--- src/rtl/cfg_parser_pkg.sv ---
package cfg_parser_pkg;
  localparam int BYTE_W = 8;
  localparam int WORD_W = 32;
  localparam int ADDR_W = 5;
  localparam int CNT_W  = 11;
  localparam int LANES  = WORD_W / BYTE_W;
  localparam int LANE_W = $clog2(LANES);

  typedef enum logic {PS_HDR, PS_DATA} parse_st_t;

  function automatic logic [2:0] hdr_kind(input logic [WORD_W-1:0] w);
    return w[31:29];
  endfunction

  function automatic logic hdr_writes(input logic [WORD_W-1:0] w);
    return w[28:27] == 2'b10;
  endfunction

  function automatic logic [ADDR_W-1:0] hdr_target(input logic [WORD_W-1:0] w);
    return w[13 +: ADDR_W];
  endfunction

  function automatic logic [CNT_W-1:0] hdr_len(input logic [WORD_W-1:0] w);
    return w[CNT_W-1:0];
  endfunction
endpackage

--- src/rtl/cfg_sync_hunter.sv ---
module cfg_sync_hunter
  import cfg_parser_pkg::*;
#(
  parameter logic [WORD_W-1:0] SYNC_PATTERN = 32'hAA995566
) (
  input  logic              clk,
  input  logic              rst_n,
  input  logic              byte_vld,
  input  logic [BYTE_W-1:0] byte_data,
  input  logic              resync,
  output logic              synced,
  output logic              sync_hit,
  output logic              word_vld,
  output logic [WORD_W-1:0] word
);
  logic [WORD_W-1:0] window_q;
  logic [LANE_W-1:0] lane_q;
  localparam logic [LANE_W-1:0] LAST_LANE = LANE_W'(LANES - 1);

  assign word     = {window_q[WORD_W-BYTE_W-1:0], byte_data};
  assign sync_hit = !synced && byte_vld && (word == SYNC_PATTERN);
  assign word_vld = synced && byte_vld && (lane_q == LAST_LANE);

  always_ff @(posedge clk) begin
    if (!rst_n) begin
      window_q <= '0;
      lane_q   <= '0;
      synced   <= 1'b0;
    end else begin
      if (byte_vld) window_q <= resync ? '0 : word;
      if (sync_hit) begin
        synced <= 1'b1;
        lane_q <= '0;
      end else if (resync) begin
        synced <= 1'b0;
        lane_q <= '0;
      end else if (synced && byte_vld) begin
        lane_q <= lane_q + 1'b1;
      end
    end
  end
endmodule

--- src/rtl/cfg_pkt_router.sv ---
module cfg_pkt_router
  import cfg_parser_pkg::*;
#(
  parameter logic [ADDR_W-1:0] FRAME_REG = 5'd2
) (
  input  logic              clk,
  input  logic              rst_n,
  input  logic              synced,
  input  logic              word_vld,
  input  logic [WORD_W-1:0] word,
  output logic              resync,
  output logic              hdr_phase,
  output logic [ADDR_W-1:0] reg_addr,
  output logic [WORD_W-1:0] reg_wdata,
  output logic              reg_we,
  output logic              frame_we
);
  parse_st_t        st_q;
  logic [CNT_W-1:0] left_q;
  logic             type_ok;
  logic             wr_start;

  assign hdr_phase = (st_q == PS_HDR);
  assign type_ok   = (hdr_kind(word) == 3'b001);
  assign resync    = synced && word_vld && hdr_phase && !type_ok;
  assign wr_start  = type_ok && hdr_writes(word) && (hdr_len(word) != '0);

  always_ff @(posedge clk) begin
    if (!rst_n) begin
      st_q      <= PS_HDR;
      left_q    <= '0;
      reg_addr  <= '0;
      reg_wdata <= '0;
      reg_we    <= 1'b0;
      frame_we  <= 1'b0;
    end else begin
      reg_we   <= 1'b0;
      frame_we <= 1'b0;
      if (!synced) begin
        st_q <= PS_HDR;
      end else if (word_vld) begin
        if (hdr_phase) begin
          if (wr_start) begin
            reg_addr <= hdr_target(word);
            left_q   <= hdr_len(word);
            st_q     <= PS_DATA;
          end
        end else begin
          reg_wdata <= word;
          if (reg_addr == FRAME_REG) frame_we <= 1'b1;
          else                       reg_we   <= 1'b1;
          left_q <= left_q - 1'b1;
          if (left_q == CNT_W'(1)) st_q <= PS_HDR;
        end
      end
    end
  end
endmodule

--- src/rtl/cfg_stream_parser.sv ---
module cfg_stream_parser
  import cfg_parser_pkg::*;
#(
  parameter logic [WORD_W-1:0] SYNC_PATTERN = 32'hAA995566,
  parameter logic [ADDR_W-1:0] FRAME_REG    = 5'd2
) (
  input  logic              clk,
  input  logic              rst_n,
  input  logic              byte_vld,
  input  logic [BYTE_W-1:0] byte_data,
  output logic              synced,
  output logic [ADDR_W-1:0] reg_addr,
  output logic [WORD_W-1:0] reg_wdata,
  output logic              reg_we,
  output logic              frame_we
);
  logic              sync_hit;
  logic              word_vld;
  logic [WORD_W-1:0] word;
  logic              resync;
  logic              hdr_phase;

  cfg_sync_hunter #(.SYNC_PATTERN(SYNC_PATTERN)) u_hunt (
    .clk, .rst_n, .byte_vld, .byte_data, .resync,
    .synced, .sync_hit, .word_vld, .word
  );

  cfg_pkt_router #(.FRAME_REG(FRAME_REG)) u_route (
    .clk, .rst_n, .synced, .word_vld, .word, .resync, .hdr_phase,
    .reg_addr, .reg_wdata, .reg_we, .frame_we
  );
endmodule

--- config.mk ---
export PLATFORM = sky130hd
export DESIGN_NAME = cfg_stream_parser
export DESIGN_NICKNAME = d
export VERILOG_FILES = /design/src/rtl/cfg_parser_pkg.sv /design/src/rtl/cfg_sync_hunter.sv /design/src/rtl/cfg_pkt_router.sv /design/src/rtl/cfg_stream_parser.sv
export SDC_FILE = /design/constraint.sdc
export NUM_CORES = 1
export LEC_CHECK = 0
export ABC_AREA = 1
export BUFFER_PORTS_ARGS = -buffer_cell sky130_fd_sc_hd__buf_2
export CAP_MARGIN = 10
export CORE_AREA = 2 2 85 87
export CTS_BUF_LIST = sky130_fd_sc_hd__clkbuf_8 sky130_fd_sc_hd__clkbuf_16
export CTS_CLUSTER_SIZE = 10
export DETAILED_ROUTE_END_ITERATION = 7
export DIE_AREA = 0 0 87 89
export PLACE_DENSITY_LB_ADDON = 0.3
export SLEW_MARGIN = 40
export SYNTH_ARGS = -nofsm -noshare
export SYNTH_HDL_FRONTEND = slang
export SYNTH_SLANG_ARGS = --single-unit
--- constraint.sdc ---
create_clock -name clk -period 1.5 [get_ports clk]
set_input_delay 0.3 -clock clk [delete_from_list [all_inputs] [get_ports clk]]
set_output_delay 0.3 -clock clk [all_outputs]
set_load 0.01 [all_outputs]
Yosys cells after proc, flatten, opt, wreduce, memory -nomap -nowiden
Cells that the tools add are included.
{"block": "totals", "input_bits": 11, "register_bits": 78, "memories": 0, "rom_bits": 0, "latchBits": 0, "ramBits": 0}
{"block": "classes", "addsub": 2, "n_shift": 0, "n_reduce_logical": 20, "n_lt_le_gt_ge": 0, "div_mod_pow": 0, "n_eq_ne": 6, "n_mul": 0, "n_bitwise": 2, "mux": 10}
{"op": "$eq A32 B32 Y1 const B", "n": 1}
{"op": "$mux W24", "n": 1}
{"op": "$mux W11", "n": 2}
{"op": "$eq A11 B1 Y1 const B", "n": 1}
{"op": "$reduce_bool A11 Y1", "n": 1}
{"op": "$sub A11 B1 Y11 const B", "n": 1}
{"op": "$logic_and A1 B1 Y1", "n": 9}
{"op": "$reduce_and A4 Y1", "n": 2}
{"op": "$mux W1", "n": 7}
{"op": "$reduce_and A3 Y1", "n": 2}
{"op": "$eq A5 B2 Y1 const B", "n": 1}
{"op": "$eq A2 B2 Y1 const B", "n": 2}
{"op": "$reduce_bool A2 Y1", "n": 2}
{"op": "$eq A3 B1 Y1 const B", "n": 1}
{"op": "$reduce_or A3 Y1", "n": 1}
{"op": "$add A2 B1 Y2 const B", "n": 1}
{"op": "$logic_not A1 Y1", "n": 2}
{"op": "$not A1 Y1", "n": 2}
{"op": "$reduce_and A2 Y1", "n": 1}

Depth between registers and ports, before layout
{"block": "logic_depth", "ltp_word": 7, "ltp_mapped": 10, "ltp_nobuf": 10}

Cells and area by module
Synthesis repeated with hierarchy kept, for this count alone.
{"block": "unflattened", "hier_cells": 547, "area_unflattened_um2": 3714.8}
{"module": "cfg_pkt_router", "seq_area_each_um2": 1021.0, "cells_per_inst": 360, "instances": 1, "area_each_um2": 2414.8}
{"module": "cfg_sync_hunter", "seq_area_each_um2": 540.5, "cells_per_inst": 187, "instances": 1, "area_each_um2": 1300.0}

Least setup slack after synthesis
OpenSTA, ideal clock, no wires.
{"block": "synth_path", "path_type": "register to register", "startpoint": "register u_hunt.lane_q[0]", "endpoint": "register u_route.reg_addr[0]", "n_path_buf": 0, "t_arrival_ps": 1246, "setup_slack_ps": 138, "setup_ps": 116, "synth_period_minus_slack_ps": 1362, "path_stages_with_launch": 11, "required_ps": 1384, "path_cell_list": "dfxtp_1 > ha_1 > inv_1 > nor2_4 > nand2_1 > nor2_2 > nand2_4 > nor2_4 > inv_1 > nor2_1 > nor2_1"}
{"block": "synth_between", "elab_chain_cells": 3}
{"item": "start: declaration", "line_no": "cfg_sync_hunter.sv:17", "rtl": "logic [LANE_W-1:0] lane_q;"}
{"item": "start signal: assignment", "line_no": "cfg_sync_hunter.sv:38", "rtl": "lane_q <= lane_q + 1'b1;"}
{"item": "$eq A2 B2 Y1", "line_no": "cfg_sync_hunter.sv:22", "rtl": "assign word_vld = synced && byte_vld && (lane_q == LAST_LANE);"}
{"item": "$logic_and A1 B1 Y1", "line_no": "cfg_sync_hunter.sv:22"}
{"item": "$reduce_and A4 Y1 (no line)"}
{"item": "end signal: assignment", "line_no": "cfg_pkt_router.sv:44", "rtl": "reg_addr <= hdr_target(word);"}
{"item": "end: declaration", "line_no": "cfg_pkt_router.sv:13", "rtl": "output logic [ADDR_W-1:0] reg_addr,"}
No other way between the ends.
A chain may end at the register's enable or synchronous reset.

Worst setup path in the final report
{"block": "layout_path", "startpoint": "register u_hunt.lane_q[1]", "endpoint": "register u_route.left_q[1]"}
{"block": "layout_between", "elab_chain_cells": 3}
{"item": "$eq A2 B2 Y1", "line_no": "cfg_sync_hunter.sv:22"}
{"item": "$logic_and A1 B1 Y1", "line_no": "cfg_sync_hunter.sv:22"}
{"item": "$reduce_and A3 Y1 (no line)"}
{"item": "end signal: assignment", "line_no": "cfg_pkt_router.sv:45", "rtl": "left_q <= hdr_len(word);"}
{"item": "end signal: assignment", "line_no": "cfg_pkt_router.sv:52", "rtl": "left_q <= left_q - 1'b1;"}
{"item": "end: declaration", "line_no": "cfg_pkt_router.sv:19", "rtl": "logic [CNT_W-1:0] left_q;"}
No other way between the ends.

==> impl_metrics.json <==
{
  "maxCapViolations": 0,
  "ios": 51,
  "synth.top_cell.area_share": 0.466,
  "startpoint": "u_hunt.lane_q[1]",
  "core_area_um2": 6720,
  "cts.htree.levels": 3,
  "reg2reg_depth": 10,
  "hold_path_end": "u_hunt.window_q[7]",
  "cts_tree": "done",
  "clk_path_buf_depth": 2,
  "routedWlPerCell_um": 15.1,
  "crit_fanout": 8,
  "finalCritPeriodShare": 1.02,
  "rsz0062_at_grt": "true",
  "status": "finished with violations",
  "path_class": "flip-flop to flip-flop",
  "p_total_mw": 4.21,
  "clockPowerShare": 0.429,
  "slowest_stage": "dfxtp_2",
  "end_kind": "flip-flop",
  "worstPathCellList": "ha_1 -> inv_2 -> nor2_4 -> nand2_2 -> nor2_4 -> nand2_4 -> nand2_8 -> clkinvlp_4 -> nor2_1 -> nor2_1",
  "min_from": "byte_data[7]",
  "setup_ws_ps": -36.1,
  "synth_flop_cell": "dfxtp_1",
  "route.vias.total": 3284,
  "syn_avg_cell_area_um2": 7.52,
  "ys_warn_count": 0,
  "fin_skew_ps": 11.0,
  "grt_pass1_wl_um": 14600,
  "p_int_mw": 3.20,
  "final_util": 0.622,
  "layout-drive-gt1-share": 0.253,
  "syn2layout_area_growth_pct": 24.6,
  "max_freq_ghz": 0.651,
  "vias_per_cell": 5.43,
  "dp_worst_setup_slack_ps": -18.8,
  "synthDistinctLibCells": 38,
  "wirelength_um": 9110,
  "die_w_um": 87,
  "fin_hold_ws_ps": 243,
  "reg2reg_slack_ps": -40,
  "cp-start-kind": "flip-flop",
  "grt_pass1_vias": 3024,
  "synthArstFlopShare": 0,
  "rows": 30,
  "cp.arrival_ps": 1780,
  "worstPathRequired_ps": 1750,
  "swShare": 0.240,
  "fp.dieH_um": 89,
  "start_util": 0.499,
  "cpPeakStageDelay_ps": 340,
  "grt_max_degree": 29,
  "switchingPower_mw": 1.01,
  "drc": 0,
  "yosys.area.top_type": "dfxtp_1",
  "cts.sinks": 78,
  "rr_startpoint": "u_hunt.lane_q[1]",
  "dr.pass1.iters": 6,
  "synthCells": 446,
  "grt_overflow_total": 0,
  "synthTopCellsByArea": "dfxtp_1, nor2_1, o21ai_0",
  "hold_class": "input port to flip-flop",
  "dp_hpwl_um": 6320,
  "violations": "setup timing",
  "cellPowerDensity_nw_per_um2": 1010,
  "timing.setup.tns_ps": -163,
  "ys_seq_area_frac": 0.466,
  "finalNetCount": 534,
  "seqPwrFrac": 0.511,
  "min_path_cells": 3,
  "clk_latency_ps": 350,
  "irDropWorstVdd_mv": 0.570,
  "gp_congestion": 0.891,
  "track_usage": 0.244,
  "die-area_um2": 7740,
  "comb_power_share": 0.060,
  "cts.clk_slew.worst_paths_ps": 90,
  "finalSetupViolCount": 9,
  "antenna_left": 0,
  "ys_ff_latch": 78,
  "antenna_found_initial": 0,
  "io_buffers": 50,
  "drt-initial-drc-count": 187,
  "layout_min_cycle_time_ps": 1540,
  "cts-buffers-inserted": 9,
  "leakage_nw": 1.95,
  "syn_area_um2": 3350,
  "diodes": 0,
  "worstMarginPinSlew_ps": 321,
  "reg2reg_to": "u_route.left_q[1]",
  "hold_viol": 0,
  "slew_headroom": 0.784,
  "syn-num-nets": 460,
  "synth_edf_count": 0,
  "cts-root-buf": "clkbuf_8",
  "maxSlewViolCount": 0
}
==> layout by cell type (no fill, tap or decap), drive strengths merged <==
cell,count
nor2,88
buf,85
dfxtp,78
o21ai,68
nand2,54
a21oi,47
inv,40
nand3,14
a211oi,13
clkbuf,10
nand4,6
nor3,4
clkinvlp,3
ha,3
bufinv,2
clkinv,2
nand3b,1
xor2,1
nor4,1
o32ai,1
nor3b,1
and3,1
a22oi,1
mux2,1
==> worst max path at each step <==
stage,slack [ps],end
2_1_floorplan,140,u_route.reg_addr[0]
3_3_place_gp,20,u_route.reg_addr[0]
3_5_place_dp,-20,u_route.reg_addr[4]
4_1_cts,10,u_route.reg_addr[2]
5_1_grt,-110,u_route.left_q[5]
6_report,-40,u_route.left_q[1]
==> synth_stat cells, types with 3 or more instances <==
library cell  number
buf_2              7
nand2_1           49
o21ai_0           60
nor3_1             4
nand4_1            6
nor2_1            84
clkbuf_1          10
ha_1               3
dfxtp_1           78
a211oi_1          13
a21oi_1           45
o21ai_1            7
inv_1             37
nand3_1           13
==> repair_timing <==
action	4_1_cts	5_1_grt
pin swaps	6	13
hold buffers	0	0
endpoints found under the setup margin	13	31
gates resized for setup	7	20
endpoints found under the hold margin	0	0
setup buffers	3	3
cloned	0	1
==> state kept, by name (all words and copies together), names as in the netlist <==
register / flops
u_hunt.lane_q: 2
u_hunt.synced: 1
u_hunt.window_q: 24
u_route.frame_we: 1
u_route.left_q: 11
u_route.reg_addr: 5
u_route.reg_wdata: 32
u_route.reg_we: 1
u_route.st_q: 1
==> critical path, delay by kind of cell (launching register included) <==
| kind | cells | cell delay [ps] |
|---|---|---|
| buffers and inverters | 2 | 220 |
| DFF | 1 | 340 |
| and+or+nand+nor | 7 | 720 |
| adders and majority gates | 1 | 150 |
==> power groups by stage <==
stage / sequential (mW) / combinational (mW) / clock (mW)
CTS: 2.15 / 0.247 / 1.82
floorplan: 2.18 / 0.137 / 0
global placement: 2.20 / 0.241 / 0
finish: 2.15 / 0.252 / 1.80
global route: 2.16 / 0.282 / 1.91
detailed placement: 2.20 / 0.245 / 0
==> kinds of logic (layout without fill, tap and decap cells) <==
logic type	Yosys count	count (layout)	synth area share
AOI/OAI and AO/OA	130	130	0.209
xor gates and xnor gates	1	1	0.00261
buffers and inverters	64	142	0.0825
DFF	78	78	0.466
adders and majority gates	3	3	0.0112
muxes	1	1	0.00336
and+or+nand+nor	169	170	0.226
==> layer usage <==
layer / share of wire / track usage / up-vias
li1: - / - / 1616
met3: 0.063 / 0.0452 / 30
met5: 0 / 0 / -
met4: 0.032 / 0.114 / 0
met2: 0.47 / 0.389 / 136
met1: 0.44 / 0.322 / 1502
==> per-stage QoR <==
step | instances | instance area [µm²]
after floorplan | 446 | 3350
after global placement | 582 | 3810
after detailed placement | 582 | 3810
after CTS | 601 | 4080
after global routing | 605 | 4180
final | 605 | 4180
==> cell type report <==
cell class | instances | area, µm²
repair buffers | 85 | 548
flip-flops and latches | 78 | 1560
clock buffers | 10 | 138
clock inverters | 6 | 92.6
well taps | 80 | 100
inverters | 41 | 163
multi-input cells | 305 | 1570
fillers | 607 | 2540
Note: power is estimated with default switching activity, not from simulation.
